<file path="config.mk">
export PLATFORM = sky130hd
export DESIGN_NAME = tom_ndiv
export DESIGN_NICKNAME = d
export VERILOG_FILES = /design/src/rtl/test_out_pkg.sv /design/src/rtl/tom_ndiv.sv
export SDC_FILE = /design/constraint.sdc
export NUM_CORES = 1
export LEC_CHECK = 0
export ABC_AREA = 1
export CAP_MARGIN = 40
export CORE_AREA = 3 3 40 42
export DETAILED_ROUTE_END_ITERATION = 16
export DIE_AREA = 0 0 43 45
export DONT_BUFFER_PORTS = 1
export GPL_ROUTABILITY_DRIVEN = 0
export GPL_TIMING_DRIVEN = 0
export PLACE_DENSITY_LB_ADDON = 0.12
export SLEW_MARGIN = 20
export SYNTH_ARGS = -nofsm -noshare
export SYNTH_HDL_FRONTEND = slang
export SYNTH_SLANG_ARGS = --single-unit
</file>
<file path="constraint.sdc">
create_clock -name clk -period 0.9 [get_ports clk]
set_input_delay 0.09 -clock clk [delete_from_list [all_inputs] [get_ports clk]]
set_output_delay 0.09 -clock clk [all_outputs]
set_load 0.01 [all_outputs]
</file>
<file path="src/rtl/test_out_pkg.sv">
package test_out_pkg;

    localparam int M_W    = 9;
    localparam int NDIV_W = 4;   // one phase bit plus ratios up to 8
    localparam int QDIV_W = 2;

    typedef enum logic [2:0] {
        TS_SHIFT   = 3'b000,
        TS_HIGH    = 3'b001,
        TS_REF     = 3'b010,
        TS_MCOUNT  = 3'b011,
        TS_FOUT    = 3'b100,
        TS_LOW     = 3'b101,
        TS_BYPASS  = 3'b110,
        TS_QUARTER = 3'b111
    } tsel_e;

    typedef struct packed {
        logic tick;    // any source edge
        logic rise;    // rising source edge
    } src_evt_t;

    function automatic logic pick_div(input logic [NDIV_W-1:0] c, input logic [1:0] code);
        return c[code];
    endfunction

endpackage

</file>
<file path="src/rtl/tom_ndiv.sv">
module tom_ndiv
    import test_out_pkg::*;
#(
    parameter int CW = NDIV_W,
    parameter int QW = QDIV_W
)(
    input  logic     clk,
    input  logic     rst,
    input  src_evt_t evt,
    input  logic [1:0] nsel,
    input  logic     clr_q,
    output logic     fout,
    output logic     quarter
);
    logic [CW-1:0] cnt_q;
    logic [QW-1:0] qcnt_q;
    logic          fout_d;

    always_ff @(posedge clk) begin
        if (rst)           cnt_q <= '0;
        else if (evt.tick) cnt_q <= cnt_q + CW'(1);
    end

    assign fout = pick_div(cnt_q, nsel);

    always_ff @(posedge clk) begin
        if (rst) begin
            fout_d <= 1'b0;
            qcnt_q <= '0;
        end else begin
            fout_d <= fout;
            if (clr_q)                qcnt_q <= '0;
            else if (fout && !fout_d) qcnt_q <= qcnt_q + QW'(1);
        end
    end

    assign quarter = qcnt_q[QW-1];

    assert_div_hold_R3: assert property (@(posedge clk) disable iff (rst)
        !evt.tick |=> $stable(cnt_q));
    assert_quarter_clear_R10: assert property (@(posedge clk) disable iff (rst)
        clr_q |=> !quarter);
endmodule

</file>
# Yosys cells after proc, flatten, opt, wreduce, memory -nomap -nowiden
# Cells that the tools add are included.
[classes] add_sub_neg=2 magnitude_cmp=1 mux=2 n_reduce_logical=3
[op_table] op="$add A4 B1 Y4 const B" n=1
[op_table] op="$lt A2 B3 Y1 const B" n=1
[op_table] op="$add A2 B1 Y2 const B" n=1
[op_table] op="$bmux W1 S2" n=1
[op_table] op="$reduce_or A2 Y1" n=1
[op_table] op="$logic_and A1 B1 Y1" n=1
[op_table] op="$logic_not A1 Y1" n=1
[op_table] op="$mux W1" n=1
[word_totals] register_bits=7 input_bits=7 output_inout_bits=2 elab_cells=11

# Longest topological paths before layout
# Gate-level depths: netlist of run 1.
[depth] ltp_word=3 depth_mapped=7 ltp_nobuf=7

# Least setup slack after synthesis of run 1
# No wires, ideal clock.
[synth_path] path_type="register -> register" from="reg cnt_q[0]" to="reg cnt_q[2]" setup_time_ns=0.119 t_arrival_ns=0.728 required_ns=0.781 slack_ns=0.052 stages_incl_launch_ff=5 n_path_buf=0 synth_period_minus_slack_ns=0.848 cell_sequence="dfxtp_1 ha_1 nand2_1 o21ai_0 a21oi_1"
[synth_via] elab_chain_len=1
[synth_lines] element="start, declared" line_no="tom_ndiv.sv:15" rtl="logic [CW-1:0] cnt_q;"
[synth_lines] element="start signal, assigned" line_no="tom_ndiv.sv:21" rtl="else if (evt.tick) cnt_q <= cnt_q + CW'(1);"
[synth_lines] element="$add A4 B1 Y4" line_no="tom_ndiv.sv:21"
# No other way between the ends.
# A chain may end at the register's enable or synchronous reset.

# Final worst setup path of run 1
[layout_path] from="reg cnt_q[1]" to="out fout"
[layout_via] elab_chain_len=2
[layout_lines] element="$bmux W1 S2" line_no="test_out_pkg.sv:24" rtl="return c[code];"
[layout_lines] element="$mux W1 (implied by the code)" line_no="test_out_pkg.sv:24"
[layout_lines] element="end, declared" line_no="tom_ndiv.sv:12" rtl="output logic fout,"
# No other way between the ends. The select of a mux whose other input is x is not followed.

==> results.txt, run 1 <==
Vias - 347
Worst-path fanout max - 3
First-pass GRT wire length - 1297 um
Num CTS Buffers - 3
Area Growth Syn to Fin - 60.59%
Synth Instances - 45
DRT antenna net count - 0
R2R Path Start - cnt_q[1]$_SDFFE_PP0P_
Hold_sp - rst
Count of final max-slew check failures - 0
Port bufs - 0
Nets - 69
Core Box Area - 0.001285 mm2
Share of the synthesized area in the top cell type - 41.64%
Starting DRT DRC Count - 5
Setup crit end kind - output port
Hold_ws - 0.01600 ns
Largest cells by area after synthesis - dfxtp_1, inv_1, nand2_1
Register area share after synthesis - 41.64%
Normalized max-slew margin - 83.58%
Post-Place Cell Area - 355.3 um2
Cell Area, Synth - 336.6 um2
Vias per std cell - 4.627
R2r setup slk - -0.06 ns
Die Wd - 43 um
Post-Route WL - 845 um
Setup_tns - -0.1954 ns
Setup violators final - 6
WS Path Type - reg2out
Root Driver - clkbuf_4
Die H - 45 um
Htree depth - 1
Layout cells sized above 1 - 46.67%
Worst skew pair latency - 0.26 ns
PwrDens - 1436 mW/mm2
CTS tree - yes
Status - finished with violations
Row count - 13
Vias in the first global route - 318
Initial Util - 26.19%
Post-layout util - 42.06%
Worst setup margin - -0.07514 ns
Hold Path Sink - cnt_q[2]$_SDFFE_PP0P_
Fmax - 1.026 GHz
Area leader, netlist - dfxtp_1
Post-route clock period utilization - 108.3%
Total Die Area - 0.001935 mm2
DRC - 0
FF-to-FF End - cnt_q[1]$_SDFFE_PP0P_
DR WL/cell - 11.27 um
Pleak - 0.2341 nW
Pin count of the biggest net entering global routing - 5
Syn nets - 53
Inserted Diodes - 0
Total GRT Usage - 9.333%
RSZ-0062 raised after global routing - yes
Failing checks - setup timing
Maximum clock path buffer count - 2
TritonCTS Sinks - 7
Avg Cell Area, Syn - 7.479 um2
VDD IR-drop max - 708.9 uV
Grt ovf - 0
Crit path DAT - 0.89 ns
R2R depth - 4
Filler cells - 130
WP data required - 0.81 ns
Initial antenna violation count - 0
Clk_skew - 0.001837 ns
Hold WC Path Type - in2reg
WHS Path Cells - 3
Max cap viols - 0
Dpl ws - -0.006180 ns
Tmin final - 0.9751 ns
Post-route cell area - 540.5 um2
Worst Max-Slew Pin Slew - 0.2454 ns
Initial DRT Pass Iterations - 4
Hold Vio Cnt, Final - 0
Clock-pin slew on the worst setup and hold paths - 0.06 ns
HPWL after DPL - 494.9 um
Synth Warn # - 0
Yosys cell types - 12
Startpoint Class - register
Seq cells post-synth - 7
Top Ports - 9
==> where the power goes <==
group | internal, mW | switching [mW]
logic | 0.0700 | 0.0663
registers | 0.325 | 0.0114
clock network | 0.170 | 0.133
total | 0.565 | 0.211
==> cell usage after synthesis <==
cell      count
a21oi_1       3
a21oi_2       1
dfxtp_1       7
ha_1          1
inv_1         9
nand2_1       9
nand3_2       3
nand3b_1      1
nand4_1       2
nor2_1        5
o21ai_0       3
xor2_1        1
==> worst max-delay path, cell delays in order (launching register included) <==
cell and delay, ns:
dfxtp_4 0.36, nand2_4 0.05, nand3_4 0.08, nand2_2 0.06
inv_2 0.07
==> metal layers <==
layer  wire (um)  track usage [%]  vias up
li1            -                -      173
met4          10            7.229        0
met2         419            13.17       13
met1         355            11.11      159
met5           0                0        -
met3          60            3.984        2
==> repair_timing <==
| item | 4_1_cts | 5_1_grt |
|---|---|---|
| setup buffers | 6 | 2 |
| setup endpoints to repair | 3 | 6 |
| gates resized for setup | 12 | 8 |
| endpoints found under the hold margin | 6 | 0 |
| pin swaps | 4 | 6 |
| cloned | 0 | 0 |
| hold buffers | 3 | 0 |
==> worst max-delay path by stage <==
stage	slack [ns]	cells after the start	startpoint	endpoint
after floorplan	0.05	4	cnt_q[0]$_SDFFE_PP0P_	cnt_q[2]$_SDFFE_PP0P_
after global placement	0.02	4	cnt_q[0]$_SDFFE_PP0P_	cnt_q[2]$_SDFFE_PP0P_
after detailed placement	-0.006	4	cnt_q[0]$_SDFFE_PP0P_	cnt_q[2]$_SDFFE_PP0P_
after CTS	-0.07	4	cnt_q[3]$_SDFFE_PP0P_	fout
after global routing	-0.13	4	cnt_q[0]$_SDFFE_PP0P_	fout
final	-0.08	4	cnt_q[1]$_SDFFE_PP0P_	fout
==> cell families (layout without fill, tap and decap cells) <==
group                      count (synthesis)  in the layout  synth area share, %
buffers and inverters                      9             24                10.04
and+or+nand+nor                           20             20                30.48
adders and majority gates                  1              1                3.717
DFF                                        7              7                41.63
xor gates and xnor gates                   1              1                2.603
AOI/OAI and AO/OA                          7              7                11.52
==> through the flow <==
step | total power [mW] | instances
detailed placement | 0.4002 | 60
finish | 0.7763 | 75
floorplan | 0.3896 | 45
global placement | 0.3969 | 60
CTS | 0.7494 | 73
global route | 0.8053 | 75
==> state kept, by name, summed over array words and instances, names as in the netlist <==
register / cells
qcnt_q: 2
fout_d: 1
cnt_q: 4
==> area by class of cell <==
class / instances / area (um2) / area share (%)
repair buffers: 11 / 93.84 / 17.36
inverters: 9 / 33.78 / 6.250
flip-flops and latches: 7 / 147.6 / 27.31
multi-input cells: 29 / 220.2 / 40.74
clock buffers: 4 / 26.28 / 4.861
well taps: 15 / 18.77 / 3.472
==> placed cells by master, fill, tap and decap left out <==
cell           count
buf_6              1
dfxtp_2            3
dfxtp_1            3
o21ai_1            1
o21ai_0            2
nand2_4            1
nand2_1            2
dlygate4sd3_1      3
nand2_2            6
inv_1              8
xor2_1             1
a21oi_1            3
ha_4               1
clkbuf_1           1
clkbuf_4           3
nor2_1             5
dfxtp_4            1
nand3b_1           1
inv_2              1
buf_4              7
nand4_1            2
nand3_4            3
a21oi_2            1
No activity file was read; power rests on OpenSTA's default activity.
==> inputs of run 2 (changes only) <==
ABC_AREA = not set   (was 1)
CELL_PAD_IN_SITES_DETAIL_PLACEMENT = 2   (was not set)
CELL_PAD_IN_SITES_GLOBAL_PLACEMENT = 2   (was not set)
==> run 2 against run 1 <==
  * The flow still finishes with violations (setup timing)
  * Largest cell class unchanged
  * Final area down 7.2%
  * Count of clock-buffer cells in the layout unchanged
  * Largest power group unchanged
  * Synthesized area up 7.4%
  * Sequential cell count unchanged
  * Highest routed layer is now met3
  * Non-clock buffer count down 5
  * Sequential power up 2%
==> results.txt, run 2 <==
Status - finished with violations
Failing checks - setup timing
Synth Area in Compound Gates - 11.76%
Starting DRT DRC Count - 2
Total GRT Usage - 10.49%
Startpoint Class - register
Avg Cell Area, Syn - 10.04 um2
Clk_skew - 0.001771 ns
Worst-path fanout max - 3
Crit path DAT - 1.04 ns
Clock-pin slew on the worst setup and hold paths - 0.05 ns
Worst skew pair latency - 0.24 ns
Largest regs - cnt_q x4, qcnt_q x2, fout_d x1
Normalized max-slew margin - 75.59%
Largest cells by area after synthesis - dfxtp_1, mux2i_1, nor2_1
Vias in the first global route - 347
Most common cell after layout, fill and taps aside - nor2_1
Flop pwr share - 46.7%
Count of final max-slew check failures - 0
Hold WC Path Type - in2reg
Cell Area, Synth - 361.6 um2
Yosys cell types - 20
Clock Power Share - 38.1%
Post-Route WL - 864 um
Setup violators final - 6
Grt ovf - 0
Filler cells - 145
Maximum clock path buffer count - 2
Initial Util - 28.14%
Max cap viols - 0
Area share of fa/ha/maj cells after synthesis - 3.460%
Seq cells post-synth - 7
Post-route clock period utilization - 126.0%
Die Wd - 43 um
Int Power - 0.5570 mW
Pin count of the biggest net entering global routing - 9
Row count - 13
Tmin final - 1.134 ns
Worst setup margin - -0.2344 ns
Area Growth Syn to Fin - 38.75%
Root Driver - clkbuf_4
First-pass GRT wire length - 1490 um
Vias per std cell - 5.000
Total Die Area - 0.001935 mm2
Post-layout util - 39.05%
Fmax - 0.8816 GHz
Switch share - 23.93%
Nets - 54
Synth Warn # - 0
Number of synthesized flops with an enable pin - 0
Max reg flops - 4
R2r setup slk - -0.20 ns
DR WL/cell - 14.40 um
Initial DRT Pass Iterations - 4
RSZ-0062 raised after global routing - yes
Share of the synthesized area in the top cell type - 38.75%
Port bufs - 0
Syn nets - 44
DRT antenna net count - 0
VDD IR-drop max - 462.2 uV
Layout cells sized above 1 - 46.67%
TritonCTS Sinks - 7
Hold Vio Cnt, Final - 0
Mux cell area share after synthesis - 15.57%
DRC - 0
Simple-gate share of the synthesized area - 22.15%
Largest reg by FF count - cnt_q
Top Ports - 9
CTS tree - yes
Largest family of logic cells by synthesized area - simple AND/OR/NAND/NOR gates
Total Power - 0.7322 mW
Die H - 45 um
Post-synth ARST share - 0%
Htree depth - 1
Num CTS Buffers - 3
Synth Flop Type - dfxtp_1
Vias - 300
Synth Instances - 36
Xor/xnor share of the synthesized area - 7.266%
Pleak - 0.1772 nW
Area leader, netlist - dfxtp_1
WS Path Type - reg2out
Setup crit end kind - output port
Core Box Area - 0.001285 mm2
P_sw - 0.1752 mW
WP data required - 0.81 ns
Most instantiated cells after synthesis - dfxtp_1, nor2_1, mux2i_1
Inserted Diodes - 0
Initial antenna violation count - 0
Register area share after synthesis - 38.75%
Most frequent cells in the layout - nor2_1, dfxtp_2, clkbuf_4, dfxtp_1
Worst Max-Slew Pin Slew - 0.3662 ns
PwrDens - 1459 mW/mm2
Gate power share - 15.2%
==> run 2: changes by cell type after synthesis, sizes merged, moves of 2 or more <==
cell	delta
mux2	+2
nor2	+2
inv	-9
a21oi	-3
mux2i	+3
o21ai	-3
nand2	-7
nand3	-3
==> run 2: final timing paths <==
| kind | cells after the start | end | start |
|---|---|---|---|
| worst max register to register | 3 | qcnt_q[0]$_SDFFE_PP0P_ | cnt_q[1]$_SDFFE_PP0P_ |
| worst min register to register | 2 | cnt_q[3]$_SDFFE_PP0P_ | cnt_q[3]$_SDFFE_PP0P_ |
| worst max-delay path | 3 | fout | cnt_q[0]$_SDFFE_PP0P_ |
| worst min-delay path | 2 | cnt_q[1]$_SDFFE_PP0P_ | evt[1] |
==> run 2: what timing repair did <==
action                                 4_1_cts  5_1_grt
setup buffers                                1        2
resized for setup                            9        3
endpoints found under the hold margin        2        0
hold buffers                                 2        0
setup endpoints to repair                    6        7
pin swaps                                    2        2
==> run 2: area by class of cell <==
| type | instances | area (um2) | share of cell area, % |
|---|---|---|---|
| plain buffers | 1 | 3.754 | 0.7481 |
| repair buffers | 5 | 46.29 | 9.227 |
| multi-input cells | 28 | 261.5 | 52.12 |
| clock buffers | 4 | 26.28 | 5.237 |
| well taps | 15 | 18.77 | 3.741 |
| flip-flops and latches | 7 | 145.1 | 28.93 |
==> run 2: power groups by stage <==
stage          Sequential, mW  Combinational, mW  Clock (mW)
5_1_grt                 0.344              0.125       0.322
6_report                0.342              0.111       0.279
4_1_cts                 0.341             0.0999       0.293
2_1_floorplan           0.344             0.0613           0
3_3_place_gp            0.347             0.0681           0
3_5_place_dp            0.349             0.0717           0
==> run 2: cell families (layout without fill, tap and decap cells) <==
family / count (synthesis) / count (layout)
simple gates: 15 / 15
flops: 7 / 7
mux: 5 / 5
compound gates: 4 / 4
xor+xnor: 3 / 3
fa+ha+maj: 1 / 1
buf+inv: 1 / 10
==> run 2: through the flow <==
step                      area, um2  setup WS [ns]  hold slack, ns  setup TNS [ns]  instances
after global routing          501.7        -0.2981        0.001315          -1.309         60
final                         501.7        -0.2344         0.01452         -0.9028         60
after CTS                     464.2        -0.2241        0.007618         -0.8088         58
after detailed placement      382.9        -0.1995          0.1645         -0.5041         51
after global placement        382.9        -0.1723          0.1620         -0.3286         51
after floorplan               364.1        -0.1160          0.1610         -0.1813         36
==> run 2: worst max-delay path: stages (launching register included) <==
cell,delay [ns]
dfxtp_2,0.33
mux2_4,0.31
nor2_4,0.11
a21oi_2,0.06
==> run 2: layer usage <==
layer | up-vias | part of all wire [%] | track usage (%)
li1 | 145 | - | -
met1 | 149 | 44 | 12.53
met2 | 6 | 50 | 17.66
met3 | 0 | 4.9 | 3.586
met4 | 0 | 0 | 3.614
met5 | - | 0 | 0
==> inputs of run 3 (changes only) <==
MAX_ROUTING_LAYER = met4   (was not set)
==> run 3 against run 2 <==
  * The run still ends with setup timing left
  * Worst hold slack about the same
  * Count of clock-buffer cells in the layout did not move
  * Sequential cell count did not move
  * Final area unchanged
  * Clock power barely moved
  * Clock skew about the same
  * First-iteration DRC count stayed put
  * Non-clock buffer count unchanged
  * Cell count unchanged
  * Global-route usage is 0.31 points higher
  * Power hardly changed
  * Worst setup slack got worse by 0.00057 ns
  * Critical endpoint unchanged
==> results.txt, run 3 (synthesized netlist as in run 2, its figures left out) <==
Status - finished with violations
Failing checks - setup timing
Cell Count, Final, Fillers Out - 60
Startpoint Class - register
Largest reg by FF count - cnt_q
Register area - 145.1 um2
Critical Path Stages - 3
Max cap viols - 0
PwrDens - 1460 mW/mm2
Worst skew pair latency - 0.24 ns
Tmin final - 1.135 ns
Hold_ws - 0.01453 ns
Post-route clock period utilization - 126.1%
Post-route cell area - 501.7 um2
DR WL/cell - 14.45 um
Vias in the first global route - 348
Setup violators final - 6
DRC - 0
DRT antenna net count - 0
Hold WC Path Type - in2reg
Row count - 13
Post-Place Cell Area - 382.9 um2
DR top layer - met3
Hold Vio Cnt, Final - 0
Maximum clock path buffer count - 2
Most frequent cells in the layout - nor2_1, dfxtp_2, clkbuf_4, dfxtp_1
Filler cells - 145
Crit path launch - cnt_q[0]$_SDFFE_PP0P_
Total Power - 0.7324 mW
Worst setup margin - -0.2349 ns
Clk_skew - 0.001771 ns
VDD IR-drop max - 462.5 uV
FF-to-FF End - qcnt_q[0]$_SDFFE_PP0P_
Critical path buffers and inverters - 0
Worst-path fanout max - 3
Htree depth - 1
Layout cells sized above 1 - 46.67%
WHS Path Cells - 2
R2R Path Start - cnt_q[1]$_SDFFE_PP0P_
Post-Route WL - 867 um
TritonCTS Sinks - 7
Top Ports - 9
Multi-input logic area - 261.5 um2
Crit-path cells - mux2_4 > nor2_4 > a21oi_2
R2R depth - 3
Nets - 54
Vias - 299
WL met1 - 384 um
Max reg flops - 4
Pin count of the biggest net entering global routing - 9
Crit path DAT - 1.04 ns
CP top delay family - flip-flops
Pleak - 0.1772 nW
Worst Max-Slew Pin Slew - 0.3672 ns
Initial DRT Pass Iterations - 4
Root Driver - clkbuf_4
Critical Path Max Stage Delay - 0.33 ns
Starting DRT DRC Count - 2
Count of final max-slew check failures - 0
Core Box Area - 0.001285 mm2
Placed Cells - 51
Most common cell after layout, fill and taps aside - nor2_1
Initial Util - 28.14%
Grt ovf - 0
Wire length on met3 - 42 um
Area Growth Syn to Fin - 38.75%
Fmax - 0.8811 GHz
CTS tree - yes
CP max stage cell - dfxtp_2
Largest regs - cnt_q x4, qcnt_q x2, fout_d x1
Die Wd - 43 um
Total GRT Usage - 10.81%
Inserted Diodes - 0
Hold_sp - evt[1]
RSZ-0062 raised after global routing - yes
Num CTS Buffers - 3
Port bufs - 0
Setup crit end kind - output port
Clock-pin slew on the worst setup and hold paths - 0.05 ns
Initial antenna violation count - 0
WP data required - 0.81 ns
R2r setup slk - -0.20 ns
Vias per std cell - 4.983
Hold Path Sink - cnt_q[1]$_SDFFE_PP0P_
Met2 WL - 440 um
Total Die Area - 0.001935 mm2
WS Path Type - reg2out
Normalized max-slew margin - 75.52%
Die H - 45 um
First-pass GRT wire length - 1483 um
run 3: cell counts in the layout (fill, tap and decap cells not counted):
No cell type changed its count.
run 3: per-stage QoR:
stage / util (%) / setup TNS [ns] / setup WS (ns)
after floorplan: - / -0.1813 / -0.1160
after global placement: 29.80 / -0.3286 / -0.1723
after detailed placement: 29.80 / -0.5041 / -0.1995
after CTS: 36.12 / -0.8088 / -0.2241
after global routing: 39.05 / -1.309 / -0.2981
final: 39.05 / -0.9080 / -0.2349
run 3: worst max-delay path by stage:
stage	slack [ns]	end
global placement	-0.17	qcnt_q[0]$_SDFFE_PP0P_
floorplan	-0.12	qcnt_q[0]$_SDFFE_PP0P_
detailed placement	-0.20	qcnt_q[0]$_SDFFE_PP0P_
finish	-0.23	fout
global route	-0.30	fout
CTS	-0.22	fout
run 3: per-layer routing:
| layer | global-route usage [%] | vias up |
|---|---|---|
| met5 | - | - |
| met4 | 3.614 | 0 |
| met3 | 3.586 | 0 |
| met2 | 17.66 | 6 |
| met1 | 12.53 | 148 |
| li1 | - | 145 |
run 3: what timing repair did:
action | in CTS | in global routing
setup endpoints to repair | 6 | 7
buffers inserted | 1 | 2
pin swaps | 2 | 2
hold buffers | 2 | 0
endpoints found under the hold margin | 2 | 0
gates resized for setup | 9 | 3
run 3: area by class of cell:
class / count / area share (%)
Multi-Input combinational cell: 28 / 52.12
Buffer: 1 / 0.7481
Timing Repair Buffer: 5 / 9.227
Clock buffer: 4 / 5.237
Sequential cell: 7 / 28.93
Tap cell: 15 / 3.741
run 3: report_power, final:
part | switching (mW) | total (mW) | leakage [nW] | internal, mW
registers | 0.0160 | 0.342 | 0.0587 | 0.326
logic | 0.0491 | 0.111 | 0.103 | 0.0619
clock network | 0.110 | 0.279 | 0.0150 | 0.169
total | 0.175 | 0.732 | 0.177 | 0.557
